==> src/rtl/cq_pkg.sv <==
package cq_pkg;
  localparam int unsigned DEF_DEPTH = 8;
  localparam int unsigned DEF_CNT_W = 12;

  typedef enum logic [1:0] {
    LOAD_DEFAULT,
    LOAD_QOS,
    LOAD_QOS_FAST
  } load_src_e;
endpackage

==> src/rtl/cq_load_sel.sv <==
module cq_load_sel #(
  parameter int unsigned IdW  = 4,
  parameter int unsigned CntW = 12
) (
  input  logic [IdW-1:0]  id_i,
  input  logic [IdW-1:0]  qos_id_i,
  input  logic [CntW-1:0] timeout_i,
  input  logic [CntW-1:0] qos_cnt_i,
  input  logic [CntW-1:0] qos_fast_cnt_i,
  input  logic            adapt_en_i,
  input  logic            fast_i,
  output logic [CntW-1:0] load_o
);
  import cq_pkg::*;

  load_src_e src;

  always_comb begin
    if (id_i != qos_id_i)          src = LOAD_DEFAULT;
    else if (adapt_en_i && fast_i) src = LOAD_QOS_FAST;
    else                           src = LOAD_QOS;
  end

  always_comb begin
    unique case (src)
      LOAD_QOS:      load_o = qos_cnt_i;
      LOAD_QOS_FAST: load_o = qos_fast_cnt_i;
      default:       load_o = timeout_i;
    endcase
  end
endmodule

==> src/rtl/cq_slot.sv <==
module cq_slot #(
  parameter int unsigned IdW   = 4,
  parameter int unsigned ChipW = 1,
  parameter int unsigned AddrW = 16,
  parameter int unsigned CntW  = 12
) (
  input  logic             clk_i,
  input  logic             rst_ni,
  input  logic             alloc_i,
  input  logic             free_i,
  input  logic [CntW-1:0]  load_i,
  input  logic             write_i,
  input  logic [IdW-1:0]   id_i,
  input  logic [ChipW-1:0] chip_i,
  input  logic [AddrW-1:0] addr_i,
  output logic             valid_o,
  output logic             expired_o,
  output logic             write_o,
  output logic [IdW-1:0]   id_o,
  output logic [ChipW-1:0] chip_o,
  output logic [AddrW-1:0] addr_o
);
  logic            valid_q;
  logic [CntW-1:0] cnt_q;

  always_ff @(posedge clk_i or negedge rst_ni) begin
    if (!rst_ni) begin
      valid_q <= 1'b0;
      cnt_q   <= '0;
      write_o <= 1'b0;
      id_o    <= '0;
      chip_o  <= '0;
      addr_o  <= '0;
    end else if (alloc_i) begin
      valid_q <= 1'b1;
      cnt_q   <= load_i;
      write_o <= write_i;
      id_o    <= id_i;
      chip_o  <= chip_i;
      addr_o  <= addr_i;
    end else if (free_i) begin
      valid_q <= 1'b0;
    end else if (valid_q && cnt_q != '0) begin
      cnt_q <= cnt_q - 1'b1;
    end
  end

  assign valid_o   = valid_q;
  assign expired_o = valid_q && (cnt_q == '0);
endmodule

==> src/rtl/cq_age_pick.sv <==
module cq_age_pick #(
  parameter int unsigned Depth = 8
) (
  input  logic             clk_i,
  input  logic             rst_ni,
  input  logic [Depth-1:0] alloc_i,
  input  logic [Depth-1:0] valid_i,
  input  logic [Depth-1:0] expired_i,
  output logic [Depth-1:0] grant_o
);
  // older_q[a][b]: slot a was filled before slot b
  logic [Depth-1:0] older_q [Depth];
  logic [Depth-1:0] cand;

  always_ff @(posedge clk_i or negedge rst_ni) begin
    if (!rst_ni) begin
      for (int a = 0; a < Depth; a++) older_q[a] <= '0;
    end else begin
      for (int k = 0; k < Depth; k++) begin
        if (alloc_i[k]) begin
          older_q[k] <= '0;
          for (int a = 0; a < Depth; a++)
            if (a != k) older_q[a][k] <= 1'b1;
        end
      end
    end
  end

  assign cand = (|expired_i) ? expired_i : valid_i;

  always_comb begin
    for (int b = 0; b < Depth; b++) begin
      grant_o[b] = cand[b];
      for (int a = 0; a < Depth; a++)
        if (a != b && cand[a] && older_q[a][b]) grant_o[b] = 1'b0;
    end
  end
endmodule

==> src/rtl/cmdq_arb.sv <==
module cmdq_arb #(
  parameter int unsigned Depth    = cq_pkg::DEF_DEPTH,
  parameter int unsigned IdW      = 4,
  parameter int unsigned AddrW    = 16,
  parameter int unsigned NumChips = 2,
  parameter int unsigned CntW     = cq_pkg::DEF_CNT_W,
  localparam int unsigned ChipW   = (NumChips > 1) ? $clog2(NumChips) : 1
) (
  input  logic                clk_i,
  input  logic                rst_ni,
  input  logic                in_valid_i,
  output logic                in_ready_o,
  input  logic                in_write_i,
  input  logic [IdW-1:0]      in_id_i,
  input  logic [ChipW-1:0]    in_chip_i,
  input  logic [AddrW-1:0]    in_addr_i,
  output logic                out_valid_o,
  input  logic                out_ready_i,
  output logic                out_write_o,
  output logic [IdW-1:0]      out_id_o,
  output logic [ChipW-1:0]    out_chip_o,
  output logic [AddrW-1:0]    out_addr_o,
  output logic                out_expired_o,
  input  logic [CntW-1:0]     cfg_timeout_i,
  input  logic [IdW-1:0]      cfg_qos_id_i,
  input  logic [CntW-1:0]     cfg_qos_cnt_i,
  input  logic [CntW-1:0]     cfg_qos_fast_cnt_i,
  input  logic                cfg_adapt_en_i,
  input  logic                qos_fast_i,
  output logic [NumChips-1:0] chip_empty_o
);
  logic [Depth-1:0] valid, expired, grant, free_sel, alloc_vec, free_vec;
  logic [CntW-1:0]  load_val;
  logic             accept, issue;

  logic             s_write [Depth];
  logic [IdW-1:0]   s_id    [Depth];
  logic [ChipW-1:0] s_chip  [Depth];
  logic [AddrW-1:0] s_addr  [Depth];

  cq_load_sel #(.IdW(IdW), .CntW(CntW)) u_load (
    .id_i           (in_id_i),
    .qos_id_i       (cfg_qos_id_i),
    .timeout_i      (cfg_timeout_i),
    .qos_cnt_i      (cfg_qos_cnt_i),
    .qos_fast_cnt_i (cfg_qos_fast_cnt_i),
    .adapt_en_i     (cfg_adapt_en_i),
    .fast_i         (qos_fast_i),
    .load_o         (load_val)
  );

  assign in_ready_o = ~&valid;
  assign accept     = in_valid_i && in_ready_o;

  // lowest free slot takes the next entry
  always_comb begin
    logic found;
    found    = 1'b0;
    free_sel = '0;
    for (int i = 0; i < Depth; i++) begin
      if (!valid[i] && !found) begin
        free_sel[i] = 1'b1;
        found       = 1'b1;
      end
    end
  end

  assign alloc_vec = free_sel & {Depth{accept}};
  assign free_vec  = grant & {Depth{issue}};

  for (genvar g = 0; g < Depth; g++) begin : g_slot
    cq_slot #(.IdW(IdW), .ChipW(ChipW), .AddrW(AddrW), .CntW(CntW)) u_slot (
      .clk_i     (clk_i),
      .rst_ni    (rst_ni),
      .alloc_i   (alloc_vec[g]),
      .free_i    (free_vec[g]),
      .load_i    (load_val),
      .write_i   (in_write_i),
      .id_i      (in_id_i),
      .chip_i    (in_chip_i),
      .addr_i    (in_addr_i),
      .valid_o   (valid[g]),
      .expired_o (expired[g]),
      .write_o   (s_write[g]),
      .id_o      (s_id[g]),
      .chip_o    (s_chip[g]),
      .addr_o    (s_addr[g])
    );
  end

  cq_age_pick #(.Depth(Depth)) u_pick (
    .clk_i     (clk_i),
    .rst_ni    (rst_ni),
    .alloc_i   (alloc_vec),
    .valid_i   (valid),
    .expired_i (expired),
    .grant_o   (grant)
  );

  assign out_valid_o   = |valid;
  assign issue         = out_valid_o && out_ready_i;
  assign out_expired_o = |(grant & expired);

  always_comb begin
    out_write_o = 1'b0;
    out_id_o    = '0;
    out_chip_o  = '0;
    out_addr_o  = '0;
    for (int i = 0; i < Depth; i++) begin
      if (grant[i]) begin
        out_write_o = out_write_o | s_write[i];
        out_id_o    = out_id_o    | s_id[i];
        out_chip_o  = out_chip_o  | s_chip[i];
        out_addr_o  = out_addr_o  | s_addr[i];
      end
    end
  end

  for (genvar c = 0; c < NumChips; c++) begin : g_chip
    logic [Depth-1:0] hit;
    always_comb begin
      for (int i = 0; i < Depth; i++)
        hit[i] = valid[i] && (s_chip[i] == ChipW'(c));
    end
    assign chip_empty_o[c] = ~|hit;
  end
endmodule

==> config.mk <==
export PLATFORM = sky130hd
export DESIGN_NAME = cmdq_arb
export DESIGN_NICKNAME = d
export VERILOG_FILES = /design/src/rtl/cq_pkg.sv /design/src/rtl/cq_load_sel.sv /design/src/rtl/cq_slot.sv /design/src/rtl/cq_age_pick.sv /design/src/rtl/cmdq_arb.sv
export SDC_FILE = /design/constraint.sdc
export NUM_CORES = 1
export LEC_CHECK = 0
export BUFFER_PORTS_ARGS = -buffer_cell sky130_fd_sc_hd__buf_2
export CORE_ASPECT_RATIO = 1.75
export CORE_MARGIN = 10
export CORE_UTILIZATION = 45
export CTS_CLUSTER_DIAMETER = 60
export CTS_CLUSTER_SIZE = 25
export DETAILED_ROUTE_END_ITERATION = 6
export PLACE_DENSITY = 0.72
export RECOVER_POWER = 50
export SYNTH_ARGS = -nofsm -noshare
export SYNTH_HDL_FRONTEND = slang
export SYNTH_SLANG_ARGS = --single-unit
==> constraint.sdc <==
create_clock -name clk_i -period 4.5 [get_ports clk_i]
set_input_delay 0.45 -clock clk_i [delete_from_list [all_inputs] [get_ports clk_i]]
set_output_delay 0.45 -clock clk_i [all_outputs]
set_load 0.005 [all_outputs]
# == Yosys cells after proc, flatten, opt, wreduce, memory -nomap -nowiden ==
# Index checks and enable logic that the tools add are counted.
# totals
n_memories,0
latch_bits,0
output_inout_bits,27
regBits,336
ramBits,0
input_bits,68
word_cells,539
romBits,0
# op_classes
n_addsub,8
div_mod_pow,0
muxes,189
eq_ne,11
n_mul,0
n_bitwise,39
magnitude_cmp,0
reduce_logical,188
shift,0
# ops
op,count
12-bit 2-to-1 mux,24
1-bit 2-to-1 mux,137
16-bit 2-to-1 mux,8
16-bit bitwise OR,7
1-bit logical AND,98
12-bit zero test,8
12-bit nonzero test,8
12-bit by 1-bit subtractor with 12-bit output (second input constant),8
2-bit nonzero test,44
8-bit 2-to-1 mux,8
8-bit OR reduction,5
4-bit 2-to-1 mux,8
4-bit bitwise OR,7
8-bit AND,3
12-bit case mux with 2 select lines,1
1-bit zero test,16
2-bit != test (second input constant),8
2-bit AND reduction,8
1-bit bitwise OR,14
1-bit NOT,8
8-bit AND reduction,1
7-bit 2-to-1 mux,1
2-bit 2-to-1 mux,2
4-bit != test,1
other kinds (2),2

# == Logic depth before layout (Yosys ltp) ==
# Gate-level depths: netlist (run 1).
# depth
depth_word,27
ltp_mapped,15
depth_no_buf,11

# == Cells and area by module ==
# From an unflattened synthesis (run 1), not the netlist that was laid out.
# unflattened
cells_unflattened,1533
area_unflattened_um2,17142.7
# by_module_without_submodules
module,area_per_inst_um2,n_inst,cells_each
cq_slot (g_slot[0].u_slot ...),1645.3,7,139
cq_age_pick,2339.7,1,217
cq_slot (g_slot[7].u_slot),1681.6,1,138
cmdq_arb,1257.5,1,173
cq_load_sel,346.6,1,32

# == Worst setup path before layout (run 1) ==
# Ideal clock, no wire load.
# synth_path
path_kind,register to output
from,register g_slot[3].u_slot.cnt_q[0]
to,output out_addr_o[13]
arrival_ps,3184
slack_ps,866
stages_incl_launch_ff,13
required_ps,4050
cell_sequence,dfrtp_1 -> inv_1 -> ha_1 -> nor2b_1 -> and4_1 -> or4_4 -> buf_6 -> nor3_1 -> nor2_1 -> nor4b_1 -> clkbuf_1 -> a222oi_1 -> nand3_1
# synth_via
elab_chain_cells,27
# synth_rtl
item,line,rtl
from (decl),cq_slot.sv:24,logic [CntW-1:0] cnt_q;
from (signal assigned),cq_slot.sv:36,cnt_q <= load_i;
from (signal assigned),cq_slot.sv:44,cnt_q <= cnt_q - 1'b1;
12-bit zero test *,cq_slot.sv:49,assign expired_o = valid_q && (cnt_q == '0);
1-bit logical AND *,cq_slot.sv:49,
8-bit OR reduction,cq_age_pick.sv:29,assign cand = (|expired_i) ? expired_i : valid_i;
8-bit 2-to-1 mux *,cq_age_pick.sv:29,
1-bit logical AND,cq_age_pick.sv:35,if (a != b && cand[a] && older_q[a][b]) grant_o[b] = 1'b0;
1-bit 2-to-1 mux (7 in a row),cq_age_pick.sv:35,
16-bit 2-to-1 mux,cmdq_arb.sv:110,if (grant[i]) begin
16-bit bitwise OR,cmdq_arb.sv:114,out_addr_o = out_addr_o | s_addr[i];
[5 not listed],n/a,
16-bit bitwise OR,cmdq_arb.sv:114,
16-bit 2-to-1 mux,cmdq_arb.sv:110,
16-bit bitwise OR,cmdq_arb.sv:114,
16-bit 2-to-1 mux,cmdq_arb.sv:110,
16-bit bitwise OR,cmdq_arb.sv:114,
16-bit 2-to-1 mux,cmdq_arb.sv:110,
16-bit bitwise OR,cmdq_arb.sv:114,
16-bit 2-to-1 mux *,cmdq_arb.sv:110,
to (decl),cmdq_arb.sv:22,"output logic [AddrW-1:0] out_addr_o,"
# Every way passes the cells marked *; elsewhere a longest branch is shown, timed or not.

# == Worst setup path after layout (run 1) ==
# layout_path
from,register g_slot[3].u_slot.cnt_q[1]
to,output out_chip_o
# layout_via
elab_chain_cells,27
# layout_rtl
item,line,rtl
12-bit zero test *,cq_slot.sv:49,
1-bit logical AND *,cq_slot.sv:49,
8-bit OR reduction,cq_age_pick.sv:29,
8-bit 2-to-1 mux *,cq_age_pick.sv:29,
1-bit logical AND,cq_age_pick.sv:35,
1-bit 2-to-1 mux (7 in a row),cq_age_pick.sv:35,
1-bit 2-to-1 mux,cmdq_arb.sv:110,
1-bit bitwise OR,cmdq_arb.sv:113,out_chip_o = out_chip_o | s_chip[i];
[5 not listed],n/a,
1-bit bitwise OR,cmdq_arb.sv:113,
1-bit 2-to-1 mux,cmdq_arb.sv:110,
1-bit bitwise OR,cmdq_arb.sv:113,
1-bit 2-to-1 mux,cmdq_arb.sv:110,
1-bit bitwise OR,cmdq_arb.sv:113,
1-bit 2-to-1 mux,cmdq_arb.sv:110,
1-bit bitwise OR,cmdq_arb.sv:113,
1-bit 2-to-1 mux *,cmdq_arb.sv:110,
to (decl),cmdq_arb.sv:21,"output logic [ChipW-1:0] out_chip_o,"
# Marked as above.

==> results.yml, run 1 <==
cts:
  clock_sinks: 336
  clk_pin_slew_ns: 0.10
  clock_latency_ns: 0.57
  ctsRootBufferMaster: "clkbuf_16"
  numCtsBuffers: 19
  clock_path_buffers: 3
  htree_levels: 1
  cts_tree: "done"
critical_path:
  crit_top_cell: "buf_4"
  worstSetupEndpointType: "output pin"
  cp_top_family: "simple AND/OR/NAND/NOR gates"
  path_class: "reg -> out"
  endpoint: "out_chip_o"
  start_kind: "register"
  crit_path_max_incr_delay_ns: 0.61
  arrival_ns: 3.98
  cpMaxStageDelayCell: "or4_4"
  regToRegStartpoint: "g_slot[3].u_slot.cnt_q[1]$_DFFE_PN0P_"
  rrSetupSlack_ns: 0.44
  crit_cells: 14
  regToRegEndpoint: "g_slot[0].u_slot.cnt_q[9]$_DFFE_PN0P_"
  crit_fanout: 9
  crit_required_ns: 4.05
  path_buf_inv: 6
  rr_worst_depth: 14
  path_cells: "inv_1 > ha_1 > nor2b_1 > and4_4 > or4_4 > buf_2 > buf_4 > o31ai_2 > buf_4 > a221oi_4 > buf_4 > a222oi_1 > nand3_2 > buf_2"
  crit_start: "g_slot[3].u_slot.cnt_q[1]$_DFFE_PN0P_"
layout:
  fill_cells: 3478
  fin_nets: 2137
  final_cells: 2541
  antenna_cells: 0
  syn2layout_area_growth_pct: 11.8
  layout-drive-gt1-share: 0.139
synth:
  yosys.area.top_type_share: 0.488
  synthTopCellsByArea: "dfrtp_1 (49%), nand2_1 (15%), a222oi_1 (3.0%)"
  ys_seq_elements: 336
  yosysSeqAreaShare: 0.488
  ys_types: 78
  synth_nets: 2073
  async_flop_share: 1.00
  yosysWarnings: 0
  synth_common_cells: "nand2_1 (690), dfrtp_1 (336), nor2_1 (115)"
  synth_edf_count: 0
  avgSynthCellArea_um2: 8.67
  yosysTopAreaCell: "dfrtp_1"
  netlist_instances: 1989
  synth_area_mm2: 0.0172
  synth_flop_cell: "dfrtp_1"
  post-synth-top-count-cell: "nand2_1"
floorplanning:
  start_util: 0.457
  die_area_mm2: 0.0468
  die_h_um: 279
  rows: 94
  core_mm2: 0.0378
  pin_count: 95
  die_w_um: 168
timing:
  finClkSkew_ns: 0.0313
  rsz0062_at_grt: "yes"
  tightest_slew_ns: 2.68
  finalSetupViolCount: 0
  setup_slack_ns: 0.0656
  min_period_ns: 4.43
  min_period_over_period: 0.985
  report.final.slew_viol_count: 147
  max_freq_mhz: 226
  relSlewSlack: -0.786
  hold_viol_final: 0
placed_design:
  gp_congestion: 0.991
  pre_cts_slack_ns: 0.246
  numPortBuffers: 94
  place.detailed.hpwl_um: 40100
  dp_cells: 2491
pwr:
  seqPwrFrac: 0.423
  ir_drop_mv: 0.425
  p_leak_uw: 0.00919
  cellInternalPower_uw: 6910
  switching_share: 0.423
  power_density_mw_per_mm2: 621
  p_comb_frac: 0.414
  p_sw_uw: 5060
  power_frac_clock: 0.163
grt:
  grt_remaining_overflow: 0
  grt_pass1_wl_um: 92000
  grt_usage: 0.243
  grt_pass1_vias: 16260
  grt_max_degree: 116
  antenna_found_initial: 0
flow_run:
  cap_violations: 2
route:
  drc: 3
  drt_iter0_drc: 1656
  wl_um: 59300
  viasPerCell: 6.26
  wire_per_inst_um: 23.3
  drtPass1Iterations: 7
  vias: 15895
  final_antenna_net_count: 0
run_status:
  violations: "DRC, capacitance limit, slew limit"
  status: "complete, but fails checks"
hold_path:
  hp-class: "in -> reg"
-- tightest hold or removal path: stages --
cell	delay, ns
buf_2	0.15
nand2_1	0.07
nand2_1	0.04
-- registers in the layout, indices dropped and copies added, names as in the netlist --
| register | cells |
|---|---|
| u_pick.older_q | 56 |
| g_slot.u_slot.valid_o | 8 |
| g_slot.u_slot.cnt_q | 96 |
| g_slot.u_slot.id_o | 32 |
| g_slot.u_slot.chip_o | 8 |
| g_slot.u_slot.write_o | 8 |
| g_slot.u_slot.addr_o | 128 |
-- cell usage in the layout, fill, tap and decap left out, types with 11 or more instances in the layout --
| cell type | Yosys | layout |
|---|---|---|
| mux2i_1 | 23 | 23 |
| clkbuf_16 | 0 | 20 |
| dfrtp_1 | 336 | 336 |
| xnor2_1 | 19 | 19 |
| o211ai_1 | 16 | 16 |
| xor2_1 | 19 | 19 |
| ha_1 | 16 | 16 |
| nand3_1 | 75 | 72 |
| inv_1 | 37 | 36 |
| buf_4 | 19 | 79 |
| nor4_1 | 17 | 14 |
| o21ai_0 | 22 | 22 |
| or3_1 | 20 | 18 |
| a221o_1 | 12 | 12 |
| a222oi_1 | 52 | 52 |
| a22oi_1 | 35 | 34 |
| buf_2 | 9 | 94 |
| o221ai_1 | 11 | 11 |
| and3_1 | 14 | 14 |
| a21oi_1 | 44 | 43 |
| nor2_1 | 115 | 111 |
| nand2_1 | 690 | 690 |
| a32oi_1 | 11 | 11 |
| nand4_1 | 26 | 26 |
| nor3_1 | 34 | 31 |
-- layout make-up --
type / count / area (um^2) / area share
flip-flops and latches: 336 / 8410 / 0.436
multi-input cells: 1472 / 8270 / 0.429
repair buffers: 187 / 1260 / 0.0656
well taps: 480 / 601 / 0.0312
clock buffers: 22 / 507 / 0.0263
inverters: 37 / 139 / 0.00721
clock inverters: 7 / 85.1 / 0.00442
-- power groups by stage --
stage / registers, uW / logic, uW / clock network [uW]
after floorplan: 4770 / 3100 / 0
after global routing: 5180 / 5430 / 2080
after detailed placement: 5080 / 4750 / 0
after global placement: 5030 / 4600 / 0
after CTS: 5030 / 4820 / 1970
final: 5070 / 4960 / 1950
-- metal layers --
metal,global-route usage,vias to the layer above,share of wire
met5,0,-,0
met4,0.162,0,0.072
met3,0.0308,233,0.067
met2,0.432,815,0.51
met1,0.264,7787,0.35
li1,-,7060,-
-- how the worst min path moves through the flow --
| stage | slack (ns) | from | end | cells after the start |
|---|---|---|---|---|
| 3_3_place_gp | 0.46 | g_slot[4].u_slot.addr_o[8]$_DFFE_PN0P_ | g_slot[4].u_slot.addr_o[8]$_DFFE_PN0P_ | 2 |
| 2_1_floorplan | 0.15 | rst_ni | g_slot[0].u_slot.addr_o[0]$_DFFE_PN0P_ | 0 |
| 4_1_cts | 0.16 | in_addr_i[13] | g_slot[1].u_slot.addr_o[13]$_DFFE_PN0P_ | 3 |
| 5_1_grt | 0.18 | in_addr_i[14] | g_slot[4].u_slot.addr_o[14]$_DFFE_PN0P_ | 3 |
| 3_5_place_dp | 0.46 | g_slot[0].u_slot.addr_o[0]$_DFFE_PN0P_ | g_slot[0].u_slot.addr_o[0]$_DFFE_PN0P_ | 2 |
| 6_report | 0.17 | in_addr_i[15] | g_slot[5].u_slot.addr_o[15]$_DFFE_PN0P_ | 3 |
-- through the flow --
step                      instance area [um^2]  total power [uW]  hold WS (ns)  TNS [ns]  utilization
after floorplan                          17200              7870         0.154         0            -
after global placement                   18400              9630         0.456         0        0.487
after detailed placement                 18400              9820         0.463         0        0.487
after CTS                                19100             11800         0.163         0        0.507
after global routing                     19300             12700         0.175   -0.0325        0.510
final                                    19300             12000         0.169         0        0.510
-- cells by family (layout without fill, tap and decap cells) --
group	count (synthesis)	in the layout	share of synthesized area
buffers and inverters	181	253	0.0452
adder cells (fa/ha/maj)	16	16	0.0116
XOR/XNOR	38	38	0.0193
flip-flops	336	336	0.488
AO/OA/AOI/OAI	326	326	0.149
AND/OR/NAND/NOR	1067	1067	0.272
multiplexers	25	25	0.0147
-- what timing repair did --
action	in CTS	in global routing
hold endpoints to repair	67	0
endpoints found under the setup margin	23	23
gates cloned	1	1
resized for setup	21	17
setup buffers	10	8
hold buffers	1	0
pin swaps	5	7
Note: power is estimated with default switching activity, not from simulation.
==> run 2: changes to the inputs <==
--- a/config.mk
+++ b/config.mk
@@ -6,14 +6,17 @@
 export NUM_CORES = 1
 export LEC_CHECK = 0
 export BUFFER_PORTS_ARGS = -buffer_cell sky130_fd_sc_hd__buf_2
+export CELL_PAD_IN_SITES_DETAIL_PLACEMENT = 2
+export CELL_PAD_IN_SITES_GLOBAL_PLACEMENT = 2
 export CORE_ASPECT_RATIO = 1.75
 export CORE_MARGIN = 10
-export CORE_UTILIZATION = 45
+export CORE_UTILIZATION = 38
 export CTS_CLUSTER_DIAMETER = 60
 export CTS_CLUSTER_SIZE = 25
 export DETAILED_ROUTE_END_ITERATION = 6
-export PLACE_DENSITY = 0.72
+export PLACE_DENSITY = 0.9
 export RECOVER_POWER = 50
+export SKIP_CTS_REPAIR_TIMING = 1
 export SYNTH_ARGS = -nofsm -noshare
 export SYNTH_HDL_FRONTEND = slang
 export SYNTH_SLANG_ARGS = --single-unit
==> run 2 against run 1 <==
Compared with the run above: the flow finishes with violations (capacitance limit, slew limit, setup timing); global-route usage is 3.2 points higher; clock skew about the same; hold slack got worse by 0.0093 ns; critical endpoint is now out_addr_o[14]; critical path type unchanged; worst setup slack worse by 0.48 ns; first-iteration DRC count rose by 14%; die area rose by 17%.
==> results.yml, run 2 (same netlist as run 1, synthesis figures left out) <==
cts:
  numCtsBuffers: 24
  clock_latency_ns: 0.59
  ctsRootBufferMaster: "clkbuf_16"
  clock_path_buffers: 3
  clk_pin_slew_ns: 0.10
  clock_sinks: 336
  htree_levels: 1
  cts_tree: "done"
timing:
  report.final.slew_viol_count: 142
  relSlewSlack: -0.980
  hold_viol_final: 0
  min_period_ns: 4.92
  tightest_slew_ns: 2.97
  min_period_over_period: 1.09
  setup_slack_ns: -0.419
  finalSetupViolCount: 24
  finClkSkew_ns: 0.0315
  max_freq_mhz: 203
  rsz0062_at_grt: "yes"
grt:
  antenna_found_initial: 2
  grt_max_degree: 99
  grt_pass1_wl_um: 118000
  grt_remaining_overflow: 0
  grt_usage: 0.275
  grt_pass1_vias: 19396
floorplanning:
  core_mm2: 0.0450
  pin_count: 95
  die_area_mm2: 0.0546
  start_util: 0.383
  die_w_um: 181
  die_h_um: 302
  rows: 103
route:
  route.met3.wl_um: 6500
  drc: 0
  dr_wl_met2_um: 45600
  wl_um: 91800
  wire_per_inst_um: 34.3
  met1_length_um: 30800
  drt_iter0_drc: 1880
  drtPass1Iterations: 7
  viasPerCell: 6.73
  vias: 18047
  top_layer: "met5"
  final_antenna_net_count: 0
critical_path:
  crit_start: "g_slot[5].u_slot.cnt_q[1]$_DFFE_PN0P_"
  cpMaxStageDelayCell: "a222oi_1"
  start_kind: "register"
  path_class: "reg -> out"
  crit_fanout: 11
  endpoint: "out_addr_o[14]"
  regToRegEndpoint: "g_slot[6].u_slot.cnt_q[8]$_DFFE_PN0P_"
  rr_worst_depth: 16
  worstSetupEndpointType: "output pin"
  regToRegStartpoint: "g_slot[3].u_slot.cnt_q[1]$_DFFE_PN0P_"
  crit_path_max_incr_delay_ns: 0.57
  crit_required_ns: 4.05
  rrSetupSlack_ns: -0.03
  arrival_ns: 4.47
  path_cells: "inv_2 > ha_1 > or4b_4 > nor4_4 > buf_4 > buf_4 > a32o_1 > a221oi_1 > and3_1 > nand2_1 > a221oi_4 > buf_12 > a222oi_1 > nand3_1 > buf_2"
  crit_top_cell: "buf_4"
layout:
  seq_area_mm2: 0.00841
  top_register: "g_slot.u_slot.addr_o"
  syn2layout_area_growth_pct: 16.1
  final_cell_mix: "nand2_1 (689), dfrtp_1 (333), nor2_1 (108), buf_2 (92), buf_4 (91)"
  reg_top3: "g_slot.u_slot.addr_o (128), g_slot.u_slot.cnt_q (96), u_pick.older_q (56)"
  fill_cells: 4810
  fin_nets: 2167
  final_cell_area_mm2: 0.0200
  final_common_cell: "nand2_1"
  multiInputGateArea_mm2: 0.00833
  fin_util: 0.445
  layout-drive-gt1-share: 0.160
  largest_reg_flops: 128
pwr:
  p_leak_uw: 0.00948
  ir_drop_mv: 0.521
  power_density_mw_per_mm2: 693
placed_design:
  numPortBuffers: 94
  gp_congestion: 1.01
  dpl_cell_area_mm2: 0.0186
  place.detailed.hpwl_um: 52200
run_status:
  status: "complete, but fails checks"
  violations: "capacitance limit, slew limit, setup timing"
flow_run:
  cap_violations: 3
hold_path:
  worstHoldPathCells: 3
  hp-class: "in -> reg"
[run 2: per-stage QoR]
step | setup TNS (ns) | instances | setup slack (ns) | hold slack (ns) | power, uW
after floorplan | 0 | 1989 | 0.866 | 0.154 | 7870
after global placement | 0 | 2595 | 0.407 | 0.457 | 9740
after detailed placement | 0 | 2595 | 0.274 | 0.468 | 10300
after CTS | -8.29 | 2639 | -0.446 | -0.0713 | 12900
after global routing | -6.13 | 2679 | -0.438 | 0.163 | 14400
final | -5.44 | 2681 | -0.419 | 0.159 | 13900
[run 2: cell type report]
type                       count  area share
multi-input combinational   1473       0.416
inverter                      37     0.00694
tap                          577      0.0361
sequential                   336       0.420
timing repair buffer         211      0.0770
clock buffer                  27      0.0316
clock inverter                17      0.0116
antenna                        3    0.000375
[run 2: routing by layer]
layer / up-vias / track usage
met1: 9264 / 0.278
met2: 1128 / 0.505
met4: 2 / 0.199
met3: 508 / 0.0423
li1: 7145 / -
met5: - / 0
[run 2: worst min path at each step]
stage,start,end,slack (ns)
CTS,rst_ni,g_slot[4].u_slot.write_o$_DFFE_PN0P_,-0.07
detailed placement,g_slot[0].u_slot.addr_o[8]$_DFFE_PN0P_,g_slot[0].u_slot.addr_o[8]$_DFFE_PN0P_,0.47
finish,in_addr_i[9],g_slot[7].u_slot.addr_o[9]$_DFFE_PN0P_,0.16
global placement,g_slot[1].u_slot.addr_o[13]$_DFFE_PN0P_,g_slot[1].u_slot.addr_o[13]$_DFFE_PN0P_,0.46
global route,in_addr_i[4],g_slot[4].u_slot.addr_o[4]$_DFFE_PN0P_,0.16
floorplan,rst_ni,g_slot[0].u_slot.addr_o[0]$_DFFE_PN0P_,0.15
[run 2: report_power, final]
group          internal [uW]  switching [uW]  total (uW)
sequential              4120            1230        5350
combinational           2050            3920        5970
clock                   1120            1430        2560
total                   7290            6580       13900
[run 2: worst max-delay path, delay by kind of cell (launching register included)]
kind	cells	cell delay [ns]
AO/OA/AOI/OAI	4	0.90
adder cells (fa/ha/maj)	1	0.15
buffers and inverters	5	0.80
flip-flops	1	0.43
AND/OR/NAND/NOR	5	1.59
